===== src/rtl/masked_burst_counter.sv =====
module masked_burst_counter #(
  parameter int W = 16
) (
  input  logic         clk,
  input  logic         mrst_n,
  input  logic         clr_n,
  input  logic         cnt_ld_n,
  input  logic         mask_ld_n,
  input  logic         inc_n,
  input  logic         cnt_rd_n,
  input  logic         mask_rd_n,
  input  logic [W-1:0] addr_in,
  output logic [W-1:0] addr_out,
  output logic [W-1:0] rb_data,
  output logic         rb_valid,
  output logic         wrap_irq,
  output logic         io_float
);
  localparam logic [W-1:0] ONES = {W{1'b1}};
  localparam logic [W-1:0] ONE  = {{(W-1){1'b0}}, 1'b1};

  logic [W-1:0] cnt, mask, step;

  assign step     = (cnt & ~mask) | (((cnt | ~mask) + ONE) & mask);
  assign addr_out = cnt;
  assign io_float = ~cnt_rd_n | ~mask_rd_n | rb_valid;

  always_ff @(posedge clk or negedge mrst_n) begin
    if (!mrst_n) begin
      cnt      <= '0;
      mask     <= ONES;
      wrap_irq <= 1'b0;
      rb_valid <= 1'b0;
      rb_data  <= '0;
    end else begin
      wrap_irq <= 1'b0;
      if (!cnt_rd_n) begin
        rb_data  <= cnt;
        rb_valid <= 1'b1;
      end else if (!mask_rd_n) begin
        rb_data  <= mask;
        rb_valid <= 1'b1;
      end else begin
        rb_valid <= 1'b0;
      end
      if (!clr_n)          cnt  <= '0;
      else if (!mask_ld_n) mask <= addr_in;
      else if (!cnt_ld_n)  cnt  <= addr_in;
      else if (!inc_n) begin
        cnt      <= step;
        wrap_irq <= ((step & mask) == '0);
      end
    end
  end

  a_r2_clear_keeps_mask: assert property (@(posedge clk) disable iff (!mrst_n)
    !clr_n |=> (addr_out == '0) && $stable(mask));
  a_r3_mask_beats_load: assert property (@(posedge clk) disable iff (!mrst_n)
    (clr_n && !mask_ld_n) |=> (mask == $past(addr_in)) && (addr_out == $past(addr_out)));
  a_r5_blocked_bits_frozen: assert property (@(posedge clk) disable iff (!mrst_n)
    (clr_n && mask_ld_n && cnt_ld_n && !inc_n) |=> (((addr_out ^ $past(addr_out)) & ~mask) == '0));
  a_r7_wrap_at_zero: assert property (@(posedge clk) disable iff (!mrst_n)
    wrap_irq |-> ((addr_out & mask) == '0));
  a_r7_wrap_one_cycle: assert property (@(posedge clk) disable iff (!mrst_n)
    wrap_irq |=> !wrap_irq || $past(!inc_n));
  a_r8_readback_valid: assert property (@(posedge clk) disable iff (!mrst_n)
    (!cnt_rd_n || !mask_rd_n) |=> rb_valid);
  a_r9_hold_stable: assert property (@(posedge clk) disable iff (!mrst_n)
    (clr_n && mask_ld_n && cnt_ld_n && inc_n) |=> $stable(addr_out) && $stable(mask));
endmodule


===== config.mk =====
export PLATFORM = sky130hd
export DESIGN_NAME = masked_burst_counter
export DESIGN_NICKNAME = d
export VERILOG_FILES = /design/src/rtl/masked_burst_counter.sv
export SDC_FILE = /design/constraint.sdc
export NUM_CORES = 1
export LEC_CHECK = 0
export BUFFER_PORTS_ARGS = -buffer_cell sky130_fd_sc_hd__buf_2
export CORE_UTILIZATION = 50
export CTS_CLUSTER_SIZE = 25
export DETAILED_ROUTE_END_ITERATION = 7
export GPL_TIMING_DRIVEN = 1
export PLACE_DENSITY = 0.71
export SKIP_LAST_GASP = 1
export SLEW_MARGIN = 25
export SYNTH_ARGS = -nofsm -noshare
export SYNTH_HDL_FRONTEND = slang
export SYNTH_SLANG_ARGS = --single-unit
export TNS_END_PERCENT = 5

===== constraint.sdc =====
create_clock -name clk -period 6 [get_ports clk]
set_input_delay 0 -clock clk [delete_from_list [all_inputs] [get_ports clk]]
set_output_delay 0 -clock clk [all_outputs]
set_load 0.01 [all_outputs]

# ---- Yosys cells after proc, flatten, opt, wreduce, memory -nomap -nowiden
# Index checks and enable logic that the tools add are counted.
dict set report word_totals {
  register_bits 50
  output_inout_bits 35
  input_bits 24
  elab_cells 35
}
dict set report classes {
  add_sub_neg 1
  muxes 12
  reduce_logical 3
  bitwise_logic 11
  eq_ne 3
}
# op count
set op_table {}
lappend op_table {{$mux 16} 6}
lappend op_table {{$and 16x16->16} 3}
lappend op_table {{$or 16x16->16} 2}
lappend op_table {{$add 16x1->16 const B} 1}
lappend op_table {{$logic_not 16->1} 1}
lappend op_table {{$not 16->16} 1}
lappend op_table {{$mux 1} 6}
lappend op_table {{$reduce_and 2->1} 2}
lappend op_table {{$ne 3x3->1 const B} 1}
lappend op_table {{$not 1->1} 3}
lappend op_table {{$ne 2x1->1 const B} 1}
lappend op_table {{$ne 2x2->1 const B} 1}
lappend op_table {{$or 1x1->1} 2}

# ---- Longest topological paths before layout
dict set report logic_depth {
  word_depth 11
  ltp_mapped 9
  mapped_depth_nobuf 9
}

# ---- Least setup slack after synthesis
# OpenSTA, ideal clock, no wires.
dict set report synth_timing {
  path_type {reg2reg}
  from {register mask[0]}
  to {register wrap_irq}
  path_buffers 0
  setup_time_ns 0.068
  stages_incl_launch_ff 9
  t_arrival_ns 1.956
  required_ns 5.932
  setup_slack_ns 3.976
  cell_sequence {dfstp_2 ha_1 inv_1 ha_1 and3_1 and3b_1 xor2_1 a221oi_2 and4_1}
}
dict set report synth_between {
  elab_chain_len 11
  word_cells_on_any_way 12
}
# item line
set synth_lines {}
lappend synth_lines {{from (decl)} 22} ;# logic [W-1:0] cnt, mask, step;
lappend synth_lines {{from (signal assigned)} 47} ;# else if (!mask_ld_n) mask <= addr_in;
lappend synth_lines {{$not 16->16} 24} ;# assign step = (cnt & ~mask) | (((cnt | ~mask) + ONE) & mask);
lappend synth_lines {{$or 16x16->16} 24}
lappend synth_lines {{$add 16x1->16} 24}
lappend synth_lines {{$and 16x16->16} 24}
lappend synth_lines {{$or 16x16->16} 24}
lappend synth_lines {{$and 16x16->16 (*)} 51} ;# wrap_irq <= ((step & mask) == '0);
lappend synth_lines {{$logic_not 16->1 (*)} 51}
lappend synth_lines {{$mux 1 (*)} 49} ;# else if (!inc_n) begin
lappend synth_lines {{$mux 1 (*)} 48} ;# else if (!cnt_ld_n) cnt <= addr_in;
lappend synth_lines {{$mux 1 (*)} 47}
lappend synth_lines {{$mux 1 (*)} 46} ;# if (!clr_n) cnt <= '0;
lappend synth_lines {{to (signal assigned)} 51}
lappend synth_lines {{to (decl)} 16} ;# output logic wrap_irq,
# Every way passes the cells marked *; elsewhere a longest branch is shown, timed or not.
# A chain may end at the register's enable or synchronous reset.

# ---- Worst setup path after layout
# Same ends and word-level chain as after synthesis.

==> impl_results.md <==
* P_leak at 0.00162 uW
* Synth Area in Simple Gates at 17.9%
* Initial antenna violation count at 0
* Post-synthesis cell type count at 46
* CTS tree: yes
* TritonRoute pass-1 iters at 4
* Highest clock rate at 430 MHz
* Synth Flop Type: dfrtp_1
* Final period util at 38.8%
* Die width at 77.3 um
* DRT iter0 DRCs at 77
* RSZ-0062 raised after global routing: false
* Crit path capture type: register
* WP data required at 6.23 ns
* R2r startpoint: mask[0]
* Place WS at 3.72 ns
* Pin count of the biggest net entering global routing at 51
* Layout cells sized above 1 at 29.6%
* Final min period at 2.33 ns
* Synth Area in XOR/XNOR at 3.40%
* Syn Nets at 315
* Ys async rst share at 100%
* Setup tns final at 0 ns
* Total GRT Usage at 23.3%
* Worst hold slack at 0.184 ns
* Gpl congestion at 0.835
* Most frequent cells in the layout: buf_2 (58), dfrtp_1 (34), a21oi_1 (26)
* Post-synth EDFFs at 0
* Max cap viols at 0
* Deepest clock path buffer count at 2
* WS Path Type: register to register
* CTS H-tree lvls at 2
* R2r worst-path depth at 8
* WL per Instance at 14.9 um
* GRT met1 Usage at 30.7%
* Starting Density at 51.8%
* Skew-Pair Late Insertion Delay at 0.30 ns
* GR met2 Demand/Resource at 39.6%
* Yosys warning count at 0
* Complex-gate fraction of the synthesized area at 16.7%
* Worst Skew at 0.00461 ns
* DR vias at 2,402
* Cell Pwr Density at 238 mW/mm^2
* Hold Startpoint: mask_rd_n
* Post-CTS Setup Inserts at 0
* Wirelength, routed at 6450 um
* Clock-pin slew on the worst setup and hold paths at 0.08 ns
* Seq/Total Area, Yosys at 44.8%
* Core Rows at 27
* Count of pins over their slew limit at 0
* DRT antenna net count at 0
* Die ar. at 0.00598 mm^2
* I/O pin cnt at 59
* Worst slew margin at 57.8%
* Core area at 0.00547 mm^2
* Ant diodes at 0
* Main combinational cell family by area after synthesis: simple AND/OR/NAND/NOR gates
* Top Usage Layer GRT: met2
* WHS Path Cells at 2
* Grt met3 use at 3.69%
* GR Overflow Total at 0
* CTS root buf: clkbuf_8
* Port Buffers at 58
* Die Ht at 77.3 um
* #FFs+latches synth at 50
* Synth Area in Adders at 0.882%
* P&R area growth vs syn at 21.3%
* Least-Margin Pin Slew at 0.633 ns
* TritonCTS Buffers at 5
* Final Hold Viols at 0
* Vias in the first global route at 2,343
* CTS sink count at 50
* Synthesized area per cell at 9.81 um^2
* Post-route setup slack at 3.67 ns
* Synthesized instance count at 289
* Post-synthesis mux area share at 13.0%
* Crit path launch type: register
* PostCTS Resize Cnt at 0
* Peak VDD IR at 0.127 mV
* Most common cell after layout, fill and taps aside: buf_2
* Tightest Hold Check Type: primary input to register
* First-pass GRT wire length at 11,000 um
* Area of the mapped netlist at 0.00284 mm^2
* Via density at 5.55
* Final setup vio count at 0
* Detail Placement HPWL at 4380 um
* Status: finished clean
* # DRC at 0
* Worst Path Arrival at 2.56 ns
* Crit path launch: mask[0]
* Max FO, Critical Path at 7
* Final nets at 386
[power breakdown]
group	switching, uW	total (uW)	internal [uW]
clock network	103	186	83.0
registers	39.0	425	386
logic	109	207	97.8
[cell families (layout without fill, tap and decap cells)]
kind of cell	after synthesis	in the layout
AO/OA/AOI/OAI	81	81
XOR/XNOR	11	11
adder cells (fa/ha/maj)	2	2
buffers and inverters	24	96
flip-flops	50	50
multiplexers	35	35
AND/OR/NAND/NOR	86	86
[timing repair]
action	CTS	global route
setup endpoints to repair	0	0
hold buffers	18	0
hold endpoints to repair	52	0
[layer usage]
layer / routed length (um) / share of wire, %
met5: 0 / 0
met4: 51 / 0.79
met3: 288 / 4.5
met2: 3170 / 49
met1: 2940 / 46
[state kept, by name (all words and copies together) (netlist names)]
register  flops
addr_out     16
mask         16
wrap_irq      1
rb_valid      1
rb_data      16
[worst max-delay path, stage by stage (launching register included)]
cell     delay, ns
dfstp_2       0.55
ha_1          0.23
inv_1         0.06
ha_1          0.27
and3b_1       0.23
xnor2_1       0.13
a22o_1        0.18
nor4_1        0.37
and4_1        0.26
[path summary, 6_finish.rpt]
check | endpoint | slack, ns
setup / recovery | wrap_irq | 3.67
hold / removal | rb_valid | 0.18
setup reg to reg | wrap_irq | 3.67
hold reg to reg | addr_out[0] | 0.53
max in group asynchronous | rb_data[14] | 5.24
min in group asynchronous | rb_valid | 0.34
[Yosys cell counts, types with 5 or more instances]
cell type | instances | area [um^2]
mux2_2 | 15 | 169
o21ai_0 | 19 | 95.1
nor2b_1 | 19 | 119
a21oi_1 | 26 | 130
dfrtp_1 | 34 | 851
dfstp_2 | 16 | 420
a31oi_1 | 13 | 81.3
inv_1 | 9 | 33.8
nand2_1 | 11 | 41.3
nor2_1 | 25 | 93.8
xnor2_1 | 5 | 43.8
clkbuf_1 | 12 | 45.0
o21ai_1 | 10 | 50.1
xor2_1 | 6 | 52.6
mux2i_1 | 20 | 200
[through the flow]
step | instance area, um^2 | util [%] | instances | total power [uW]
floorplan | 2840 | - | 289 | 561
global placement | 3180 | 58.1 | 407 | 625
detailed placement | 3180 | 58.1 | 407 | 631
CTS | 3440 | 62.8 | 433 | 830
global route | 3440 | 62.8 | 433 | 869
finish | 3440 | 62.8 | 433 | 818
[area by class of cell]
type	instances	area, um^2
fill	520	2030
multi-input combinational	215	1470
sequential	50	1270
timing repair buffer	79	493
tap	72	90.1
clock buffer	8	80.1
inverter	9	33.8
No activity file was read; power rests on OpenSTA's default activity.
